[config.mk]
export PLATFORM = sky130hd
export DESIGN_NAME = ctx_sequencer
export DESIGN_NICKNAME = d
export VERILOG_FILES = /design/src/rtl/ctx_sequencer.sv
export SDC_FILE = /design/constraint.sdc
export NUM_CORES = 1
export LEC_CHECK = 0
export ABC_AREA = 1
export BUFFER_PORTS_ARGS = -buffer_cell sky130_fd_sc_hd__buf_2
export CAP_MARGIN = 40
export CELL_PAD_IN_SITES_DETAIL_PLACEMENT = 2
export CELL_PAD_IN_SITES_GLOBAL_PLACEMENT = 2
export CORE_UTILIZATION = 36
export DETAILED_ROUTE_END_ITERATION = 10
export PLACE_DENSITY_LB_ADDON = 0.1
export SYNTH_ARGS = -nofsm -noshare
export SYNTH_HDL_FRONTEND = slang
export SYNTH_SLANG_ARGS = --single-unit
export TNS_END_PERCENT = 20
[constraint.sdc]
create_clock -name clk -period 5.6 [get_ports clk]
set_input_delay 1.68 -clock clk [delete_from_list [all_inputs] [get_ports clk]]
set_output_delay 1.68 -clock clk [all_outputs]
set_load 0.02 [all_outputs]
[src/rtl/ctx_sequencer.sv]
module ctx_sequencer #(
  parameter int NUM_CTX = 6,
  parameter int DLY_W   = 4,
  parameter int RET_W   = 32,
  parameter int IDX_W   = (NUM_CTX > 1) ? $clog2(NUM_CTX) : 1
) (
  input  logic             clk,
  input  logic             rst_n,
  input  logic             cfg_we,
  input  logic [IDX_W-1:0] cfg_addr,
  input  logic [DLY_W-1:0] cfg_delay,
  input  logic [IDX_W-1:0] cfg_next_t,
  input  logic [IDX_W-1:0] cfg_next_nt,
  input  logic             cfg_exit,
  input  logic             start,
  input  logic [IDX_W-1:0] start_ctx,
  input  logic [RET_W-1:0] ret_addr_in,
  input  logic             branch_taken,
  output logic             busy,
  output logic [IDX_W-1:0] cur_ctx,
  output logic             capture,
  output logic             done,
  output logic [RET_W-1:0] ret_addr_out
);
  localparam int DEPTH = 1 << IDX_W;
  localparam logic [IDX_W:0] LIMIT = NUM_CTX[IDX_W:0];

  logic [DLY_W-1:0] dly_q [DEPTH];
  logic [IDX_W-1:0] nt_q  [DEPTH];
  logic [IDX_W-1:0] nn_q  [DEPTH];
  logic [DEPTH-1:0] ex_q;
  logic [DLY_W-1:0] cnt;

  wire [DLY_W-1:0] cur_dly = dly_q[cur_ctx];
  wire [DLY_W-1:0] eff_m1  = (cur_dly == '0) ? '0 : cur_dly - 1'b1;
  wire             last    = busy && (cnt == eff_m1);
  wire             go      = !busy && start && ({1'b0, start_ctx} < LIMIT);
  wire             wr      = !busy && cfg_we && ({1'b0, cfg_addr} < LIMIT);
  wire [IDX_W-1:0] nxt     = branch_taken ? nt_q[cur_ctx] : nn_q[cur_ctx];

  always_ff @(posedge clk or negedge rst_n) begin
    if (!rst_n) begin
      for (int i = 0; i < DEPTH; i++) begin
        dly_q[i] <= '0;
        nt_q[i]  <= '0;
        nn_q[i]  <= '0;
      end
      ex_q <= '0;
    end else if (wr) begin
      dly_q[cfg_addr] <= cfg_delay;
      nt_q[cfg_addr]  <= cfg_next_t;
      nn_q[cfg_addr]  <= cfg_next_nt;
      ex_q[cfg_addr]  <= cfg_exit;
    end
  end

  always_ff @(posedge clk or negedge rst_n) begin
    if (!rst_n) begin
      busy         <= 1'b0;
      cur_ctx      <= '0;
      capture      <= 1'b0;
      done         <= 1'b0;
      cnt          <= '0;
      ret_addr_out <= '0;
    end else begin
      capture <= 1'b0;
      done    <= 1'b0;
      if (go) begin
        busy         <= 1'b1;
        cur_ctx      <= start_ctx;
        cnt          <= '0;
        capture      <= 1'b1;
        ret_addr_out <= ret_addr_in;
      end else if (last) begin
        if (ex_q[cur_ctx]) begin
          busy <= 1'b0;
          done <= 1'b1;
        end else begin
          cur_ctx <= nxt;
          cnt     <= '0;
          capture <= 1'b1;
        end
      end else if (busy) begin
        cnt <= cnt + 1'b1;
      end
    end
  end

  AST_CAPTURE_BUSY: assert property (@(posedge clk) disable iff (!rst_n) capture |-> busy && cnt == '0);
  AST_DONE_IDLE: assert property (@(posedge clk) disable iff (!rst_n) done |-> !busy && !capture);
  AST_DONE_PULSE: assert property (@(posedge clk) disable iff (!rst_n) done |=> !done);
  AST_CNT_BOUND: assert property (@(posedge clk) disable iff (!rst_n) busy |-> cnt <= eff_m1);
  AST_CTX_HOLD: assert property (@(posedge clk) disable iff (!rst_n) busy && !last |=> busy && $stable(cur_ctx) && !capture);
  AST_RET_HOLD: assert property (@(posedge clk) disable iff (!rst_n) busy && !capture |-> $stable(ret_addr_out));
endmodule

=== After elaboration in Yosys (flattened, before gate mapping) ===
Cells that the tools add are included.

* Memory bits (writable): 0
* Bits in read-only memories: 0
* Latch bits: 0
* Register bits after elaboration: 130
* Memories kept: 0
* Output and inout port bits: 38

* Shift operators: 0
* $mul: 0
* Magnitude comparators: 8
* Div/mod/pow operators: 0
* Reduce and logical (&&, ||, !) cells: 15
* Eq/ne operators: 3
* Mux-type cells: 39
* Bitwise operators: 2
* Add/subtract/negate cells: 2

{| class="wikitable"
|+ Operator list
! kind !! count
|-
| $bwmux W24 || 2
|-
| $bwmux W32 || 1
|-
| $mux W4 || 8
|-
| $mux W3 || 9
|-
| $bmux W3 S3 || 2
|-
| $bmux W4 S3 || 1
|-
| $demux W4 S3 || 1
|-
| $mux W1 || 11
|-
| $demux W3 S3 || 1
|-
| $bwmux W8 || 1
|-
| $ge A4 B4 Y1 const B || 2
|-
| $lt A3 B4 Y1 const B || 2
|-
| $not A3 Y4 || 2
|-
| $logic_and A1 B1 Y1 || 7
|-
| $lt A3 B3 Y1 const B || 2
|-
| $reduce_and A2 Y1 || 3
|-
| $add A4 B1 Y4 const B || 1
|-
| $eq A4 B4 Y1 || 1
|-
| $logic_not A4 Y1 || 1
|-
| $lt A4 B1 Y1 const B || 1
|-
| $reduce_bool A2 Y1 || 2
|-
| $sub A4 B1 Y4 const B || 1
|-
| $bmux W1 S3 || 1
|-
| $demux W1 S3 || 1
|-
| other kinds (5) || 5
|}

=== Depth between registers and ports, before layout ===
Gate-level depths: netlist (run 1).

* Word-level depth: 10
* Depth in mapped cells: 19

=== Worst setup path before layout (run 1) ===
Ideal clock, no wire load.

* Kind: input -> register
* From: in cfg_we
* To: reg dly_q[10] (netlist bit)
* Path buffers: 1
* Data arrival time: 2.537 ns
* Slack: 2.933 ns
* Stages on the path: 6
* Cell sequence: nand2_1 > a21oi_1 > nand4_1 > clkbuf_1 > nand2_1 > o21ai_0

* Cells in the longest elaborated chain, start to end: 2

{| class="wikitable"
|+ Ends and longest elaborated chain
! element !! line !! text
|-
| start, declared || 9 || <nowiki>input logic cfg_we,</nowiki>
|-
| $logic_and A1 B1 Y1 (2 in series) || 38 || <nowiki>wire wr = !busy && cfg_we && ({1'b0, cfg_addr} < LIMIT);</nowiki>
|-
| end signal, assigned by index || 50 || <nowiki>dly_q[cfg_addr] <= cfg_delay;</nowiki>
|-
| end, declared || 28 || <nowiki>logic [DLY_W-1:0] dly_q [DEPTH];</nowiki>
|}

Every way passes these cells.
A chain may end at the register's enable or synchronous reset.

=== Final worst setup path (run 1) ===
* From: reg cur_ctx[2]
* To: out cur_ctx[2]

{| class="wikitable"
|+ RTL lines
! element !! line !! text
|-
| start, declared || 20 || <nowiki>output logic [IDX_W-1:0] cur_ctx,</nowiki>
|-
| start signal, assigned || 70 || <nowiki>cur_ctx <= start_ctx;</nowiki>
|-
| start signal, assigned || 79 || <nowiki>cur_ctx <= nxt;</nowiki>
|}

No word-level cell between the ends.

==> impl_metrics.yaml, run 1 <==
status:
  run_status: "complete, no violations"
timing:
  whs_ns: 0.3736
  fmax_mhz: 311.6
  fin_crit_sh: 0.5732
  grt_setup_unrepaired: "false"
  setup_viol_count_final: 0
  worst_slew_pin_slew_ns: 0.8244
  timing.slew.headroom: 0.4487
  finalSetupTns_ns: 0
  final-max-slew-violation-count: 0
  finalWorstPathRequiredPeriod_ns: 3.210
  hold_viol: 0
  skew_ns: 0.008856
power_and_ir_drop:
  power.total_w: 0.004359
  power_switching_w: 0.001772
  pwr_density_cell_nw_per_um2: 621.0
  power.switching_fraction: 0.4065
  pwr-share-comb: 0.385
  worst_ir_drop_vdd_mv: 0.2354
  share_clk_of_total_power: 0.259
  internal_power_w: 0.002587
  seqPwrFrac: 0.357
  total_leakage_power_nw: 3.666
die:
  core_region_area_um2: 15830
  die_w_um: 129.2
  floorplan.io_pins: 92
  die_h_um: 129.2
  floorplan.die_area_um2: 16680
  core.rowCount: 46
  initial_utilization: 0.3677
placed_design:
  postPlaceCellArea_um2: 6427
  port_buffers: 91
  numPlacedInstances: 960
  detailed_place_hpwl_um: 11990
  gpl.final_weighted_congestion: 0.7301
cells_and_area:
  syn2layout_area_growth_pct: 20.59
  insertedDiodeCount: 0
  layout.cell_area.non_filler_um2: 7019
  n_fill_cell: 1777
  drive_above_1_share: 0.2016
  layout_commonest_cell: "sky130_fd_sc_hd__nand2_1"
  final_cells: 990
  layout_common_cells: "sky130_fd_sc_hd__nand2_1 (235), sky130_fd_sc_hd__dfrtp_1 (130), sky130_fd_sc_hd__o21ai_0 (98)"
  nets: 818
yosys:
  yosys.cell_types.count: 29
  syn_avg_cell_area_um2: 8.327
  ys_warn_count: 0
  synth.net_count: 754
  ys_ff_latch: 130
  synth_largest_area_cell: "sky130_fd_sc_hd__dfrtp_1"
  post_synthesis_cell_area_um2: 5821
  yosysTopAreaCellShare: 0.5589
  synth.top_cells.by_area: "sky130_fd_sc_hd__dfrtp_1 (56%), sky130_fd_sc_hd__nand2_1 (15%), sky130_fd_sc_hd__o21ai_0 (8.4%)"
  post_synth_inst_count: 699
  synth.yosys.seq_area_share: 0.5589
routing:
  via_to_cell_ratio: 4.979
  dr.pass1.iters: 5
  routed_wl_um: 17810
  post_drt_wl_per_cell_um: 17.99
  detailroute.via_count: 4929
  drc_errors: 0
  drt_iter0_drc: 155
  ant_nets: 0
global_routing:
  grt_remaining_overflow: 0
  busiest_layer: "met2"
  grt_pass1_vias: 5510
  grt.met2_usage: 0.4073
  grt_antenna_before_repair: 0
  global_route_track_usage_on_met3: 0.04831
  gr-usage-all-layers: 0.2306
  grt_first_pass_wirelength_um: 28950
  global_route.usage.met1: 0.2775
  grt_max_degree: 60
clock_network:
  clk_latency_ns: 0.42
  clock_sink_count: 130
  htree_levels: 4
  cts-resized-gates: 0
  cts_hold_buf: 0
  maximum_buffer_depth_of_the_clock_tree: 2
  tritoncts: "built"
  cts-root-buf: "sky130_fd_sc_hd__clkbuf_16"
  cts_inserted_buffers: 17
  clk_pin_slew_worst_paths_ns: 0.06
  post-cts-setup-buffers: 0
worst_setup_path:
  critical_path_required_ns: 3.92
  critical_path.reg2reg.startpoint: "cur_ctx[2]"
  worstSetupStartpoint: "cur_ctx[2]"
  critical_path_peak_fanout: 19
  timing.critical_path.buf_inv: 1
  cp_data_arrival_time_ns: 1.53
  critPathSlowestCell: "sky130_fd_sc_hd__dfrtp_1"
  critPathTopFamily: "flip-flops"
  cpPeakStageDelay_ns: 0.82
  worstPathCellList: "buf_2"
  critical_path_class: "register to output pin"
  start_kind: "register"
  crit_path_end_kind: "output pin"
worst_hold_path:
  holdCritStartpoint: "ex_q[6]"
  hp-class: "register to register"
flow_run:
  cap_viol_max_count: 0
metal layers:
metal,part of all wire,routed length [um]
met5,0,0
met4,0.016,281
met3,0.023,416
met2,0.53,9467
met1,0.43,7641
path summary, 6_finish.rpt:
check	to	cells after the start	slack, ns
min in group asynchronous	dly_q[2]	1	1.14
max in group asynchronous	dly_q[21]	3	3.50
min reg2reg	ex_q[6]	0	0.37
max reg2reg	cur_ctx[2]	12	2.72
min	ex_q[6]	0	0.37
max	cur_ctx[2]	1	2.39
area by class of cell:
class / instances / area, um^2 / share of cell area
Clock buffer: 20 / 456.7 / 0.06506
Clock inverter: 10 / 135.1 / 0.01925
Inverter: 60 / 232.7 / 0.03316
Multi-Input combinational cell: 452 / 2076 / 0.2957
Sequential cell: 130 / 3253 / 0.4635
Tap cell: 216 / 270.3 / 0.03850
Timing Repair Buffer: 102 / 595.6 / 0.08485
Yosys cell counts:
cell type                  instances
sky130_fd_sc_hd__nor2_1           33
sky130_fd_sc_hd__nand2_1         235
sky130_fd_sc_hd__inv_2             3
sky130_fd_sc_hd__o21ai_0          98
sky130_fd_sc_hd__nand4_1           7
sky130_fd_sc_hd__buf_8             1
sky130_fd_sc_hd__buf_6             3
sky130_fd_sc_hd__nand2_4           2
sky130_fd_sc_hd__o22ai_1           2
sky130_fd_sc_hd__nand2_2           6
sky130_fd_sc_hd__clkbuf_1         41
sky130_fd_sc_hd__nand3_1          35
sky130_fd_sc_hd__mux2i_1           1
sky130_fd_sc_hd__o221ai_1         12
sky130_fd_sc_hd__o21bai_1          1
sky130_fd_sc_hd__a21oi_1           1
sky130_fd_sc_hd__o21ai_1           1
sky130_fd_sc_hd__nor2_2            3
sky130_fd_sc_hd__nand3b_1          2
sky130_fd_sc_hd__inv_1            56
sky130_fd_sc_hd__dfrtp_1         130
sky130_fd_sc_hd__buf_2             9
sky130_fd_sc_hd__nand3_2           3
sky130_fd_sc_hd__buf_1             3
sky130_fd_sc_hd__o21ai_2           5
sky130_fd_sc_hd__inv_8             1
sky130_fd_sc_hd__a31o_2            2
sky130_fd_sc_hd__ha_1              1
sky130_fd_sc_hd__xor2_1            2
flip-flops by register name, summed over array words and instances, names as in the netlist:
name          count
ret_addr_out     32
nt_q             24
cnt               4
nn_q             24
busy              1
ex_q              8
cur_ctx           3
capture           1
dly_q            32
done              1
logic make-up (layout without fill, tap and decap cells):
logic type	after synthesis	in the layout	synth area share
xor gates and xnor gates	2	2	0.003010
buffers and inverters	117	192	0.08448
and+or+nand+nor	326	326	0.2317
adders and majority gates	1	1	0.002149
muxes	1	1	0.001720
DFF	130	130	0.5589
AOI/OAI and AO/OA	122	122	0.1180
power by group through the flow:
stage               Clock (W)  Sequential [W]  Combinational (W)
finish                0.00113         0.00155            0.00168
global route          0.00119         0.00160            0.00189
CTS                   0.00115         0.00156            0.00171
detailed placement          0         0.00157            0.00169
global placement            0         0.00154            0.00158
floorplan                   0         0.00165            0.00104
per-stage QoR:
stage	utilization	setup slack, ns
floorplan	-	2.933
global placement	0.4006	1.956
detailed placement	0.4061	2.017
CTS	0.4435	2.337
global route	0.4435	2.207
finish	0.4435	2.390
No activity file was read; power rests on OpenSTA's default activity.
==> run 2, diff against run 1 <==
ABC_AREA = 0   (was 1)
clock period = 2.7 ns   (was 5.6 ns; I/O delays follow)
==> run 2 against run 1 <==
  * The flow now finishes with violations (negative setup slack)
  * Non-clock buffer count increased by 17
  * Cell count decreased by 31%
  * Synthesized area is 2.5% lower
==> impl_metrics.yaml, run 2 <==
yosys:
  synth_largest_area_cell: "sky130_fd_sc_hd__dfrtp_1"
  ys_ff_latch: 130
  yosys.cell_count.top_type: "sky130_fd_sc_hd__dfrtp_1"
  asyncSetResetFlopFracSynth: 1.000
  ys_warn_count: 0
  post_synthesis_cell_area_um2: 5674
  yosys.cell_types.count: 44
  post_synth_inst_count: 361
  synth.top_cells.by_area: "sky130_fd_sc_hd__dfrtp_1 (57%), sky130_fd_sc_hd__mux2_2 (20%), sky130_fd_sc_hd__mux4_2 (7.5%)"
  syn_avg_cell_area_um2: 15.72
  synth_top_flop_cell: "sky130_fd_sc_hd__dfrtp_1"
  synth.net_count: 416
  synth.yosys.seq_area_share: 0.5733
  synth_top_cells_by_count: "sky130_fd_sc_hd__dfrtp_1 (130), sky130_fd_sc_hd__mux2_2 (102), sky130_fd_sc_hd__clkbuf_1 (30), sky130_fd_sc_hd__mux4_2 (19), sky130_fd_sc_hd__nand2_1 (7)"
  synth_enable_flop_cells: 0
  yosysTopAreaCellShare: 0.5733
status:
  run_status: "finished, violations left"
  violations_in_the_final_reports: "negative setup slack"
timing:
  setup_viol_count_final: 5
  timing.slew.headroom: 0.6116
  fin_crit_sh: 1.040
  hold_viol: 0
  finalWorstPathRequiredPeriod_ns: 2.809
  finalWorstSetupSlack_ns: -0.1087
  worst_slew_pin_slew_ns: 0.5827
  skew_ns: 0.009151
  fmax_mhz: 356.0
  grt_setup_unrepaired: "true"
  final-max-slew-violation-count: 0
routing:
  drt_iter0_drc: 102
  detailroute.via_count: 3378
  ant_nets: 0
  drc_errors: 0
  post_drt_wl_per_cell_um: 19.69
  routed_wl_um: 13470
  via_to_cell_ratio: 4.939
  dr.pass1.iters: 4
cells_and_area:
  layout_common_cells: "sky130_fd_sc_hd__dfrtp_1 (129), sky130_fd_sc_hd__mux2_2 (101), sky130_fd_sc_hd__buf_2 (90)"
  layout_commonest_cell: "sky130_fd_sc_hd__dfrtp_1"
  syn2layout_area_growth_pct: 24.76
  drive_above_1_share: 0.6173
  layout.cell_area.non_filler_um2: 7079
  reg_top3: "dly_q x32, ret_addr_out x32"
  insertedDiodeCount: 0
  nets: 515
  utilization: 0.4623
clock_network:
  htree_levels: 4
  maximum_buffer_depth_of_the_clock_tree: 2
  tritoncts: "built"
  clk_pin_slew_worst_paths_ns: 0.06
  clock_sink_count: 130
  cts-root-buf: "sky130_fd_sc_hd__clkbuf_16"
  clk_latency_ns: 0.42
  cts_inserted_buffers: 17
die:
  die_h_um: 127.5
  core_region_area_um2: 15310
  core.rowCount: 45
  floorplan.io_pins: 92
  die_w_um: 127.5
  initial_utilization: 0.3705
  floorplan.die_area_um2: 16270
global_routing:
  grt_remaining_overflow: 0
  grt_first_pass_wirelength_um: 21920
  grt_antenna_before_repair: 0
  grt_max_degree: 63
  gr-usage-all-layers: 0.1844
  grt_pass1_vias: 3875
worst_setup_path:
  timing.rr.end: "cnt[2]"
  timing.reg2reg.setup_slack_ns: -0.11
  critical_path_required_ns: 3.02
  critical_path_peak_fanout: 10
  critical_path.reg2reg.startpoint: "cur_ctx[0]"
  critical_path_class: "register to register"
  cp_data_arrival_time_ns: 3.13
  ff2ff_path_depth: 9
  crit_path_end_kind: "register"
  start_kind: "register"
power_and_ir_drop:
  pwr_density_cell_nw_per_um2: 1236
  total_leakage_power_nw: 3.348
  worst_ir_drop_vdd_mv: 0.5050
flow_run:
  cap_viol_max_count: 0
placed_design:
  postPlaceCellArea_um2: 6471
  gpl.final_weighted_congestion: 0.7240
  detailed_place_hpwl_um: 9371
  port_buffers: 91
worst_hold_path:
  hp-class: "primary input to asynchronous set/reset pin"
-- run 2: kinds of logic after synthesis --
kind of cell    Yosys count  share of synthesized area
simple gates             32                    0.03065
fa+ha+maj                 1                   0.002205
xor+xnor                  1                   0.001544
buf+inv                  43                    0.03285
flops                   130                     0.5733
mux                     138                     0.3312
compound gates           16                    0.02823
-- run 2: how the worst max path moves through the flow --
stage | startpoint | to | slack, ns | depth (start not counted)
after floorplan | cur_ctx[0] | cnt[2] | -0.07 | 10
after global placement | cur_ctx[0] | cnt[0] | -0.13 | 9
after detailed placement | cur_ctx[0] | cnt[0] | -0.29 | 9
after CTS | cur_ctx[0] | cnt[2] | -0.13 | 9
after global routing | cur_ctx[0] | cnt[2] | -0.24 | 9
final | cur_ctx[0] | cnt[2] | -0.11 | 9
-- run 2: metrics by stage --
| stage | TNS (ns) | hold slack (ns) | total power (W) | std cells | setup slack [ns] |
|---|---|---|---|---|---|
| 3_3_place_gp | -0.7075 | 0.3586 | 0.006327 | 651 | -0.1255 |
| 5_1_grt | -1.161 | 0.2934 | 0.009262 | 684 | -0.2397 |
| 4_1_cts | -0.5142 | 0.2807 | 0.008856 | 684 | -0.1300 |
| 6_report | -0.3776 | 0.2846 | 0.008748 | 684 | -0.1087 |
| 3_5_place_dp | -1.762 | 0.3609 | 0.006518 | 651 | -0.2946 |
| 2_1_floorplan | -0.2923 | 0.4212 | 0.005400 | 361 | -0.07383 |
-- run 2: layer usage --
layer,share of wire,track usage
met2,0.49,0.3002
met4,0.019,0.08263
met1,0.45,0.2343
met5,0,0
met3,0.039,0.04355
-- run 2: repair_timing --
action	4_1_cts	5_1_grt
setup buffers	1	0
gates resized for setup	9	4
pin swaps	3	0
setup endpoints to repair	8	7
hold buffers	0	0
-- run 2: report_power, final --
group          leakage [nW]  internal, W  switching [W]
sequential             1.70      0.00275       0.000477
clock                 0.267      0.00128       0.000901
combinational          1.39      0.00182        0.00153
total                  3.35      0.00584        0.00290
-- run 2: critical path, stage by stage, from the launching register on --
cell and delay, ns:
sky130_fd_sc_hd__dfrtp_2 0.37, sky130_fd_sc_hd__buf_12 0.14, sky130_fd_sc_hd__mux4_2 0.50, sky130_fd_sc_hd__mux2_4 0.31, sky130_fd_sc_hd__nor2b_4 0.18, sky130_fd_sc_hd__xor2_1 0.09
sky130_fd_sc_hd__o2111a_1 0.26, sky130_fd_sc_hd__o221ai_4 0.31, sky130_fd_sc_hd__mux2_4 0.34, sky130_fd_sc_hd__o311ai_2 0.20
-- run 2: area by class of cell --
class | instances | area, um^2
Clock buffer | 18 | 429.2
Inverter | 4 | 15.01
Clock inverter | 14 | 132.6
Multi-Input combinational cell | 188 | 2255
Timing Repair Buffer | 119 | 729.5
Fill cell | 1522 | 8235
Tap cell | 211 | 264.0
Sequential cell | 130 | 3254
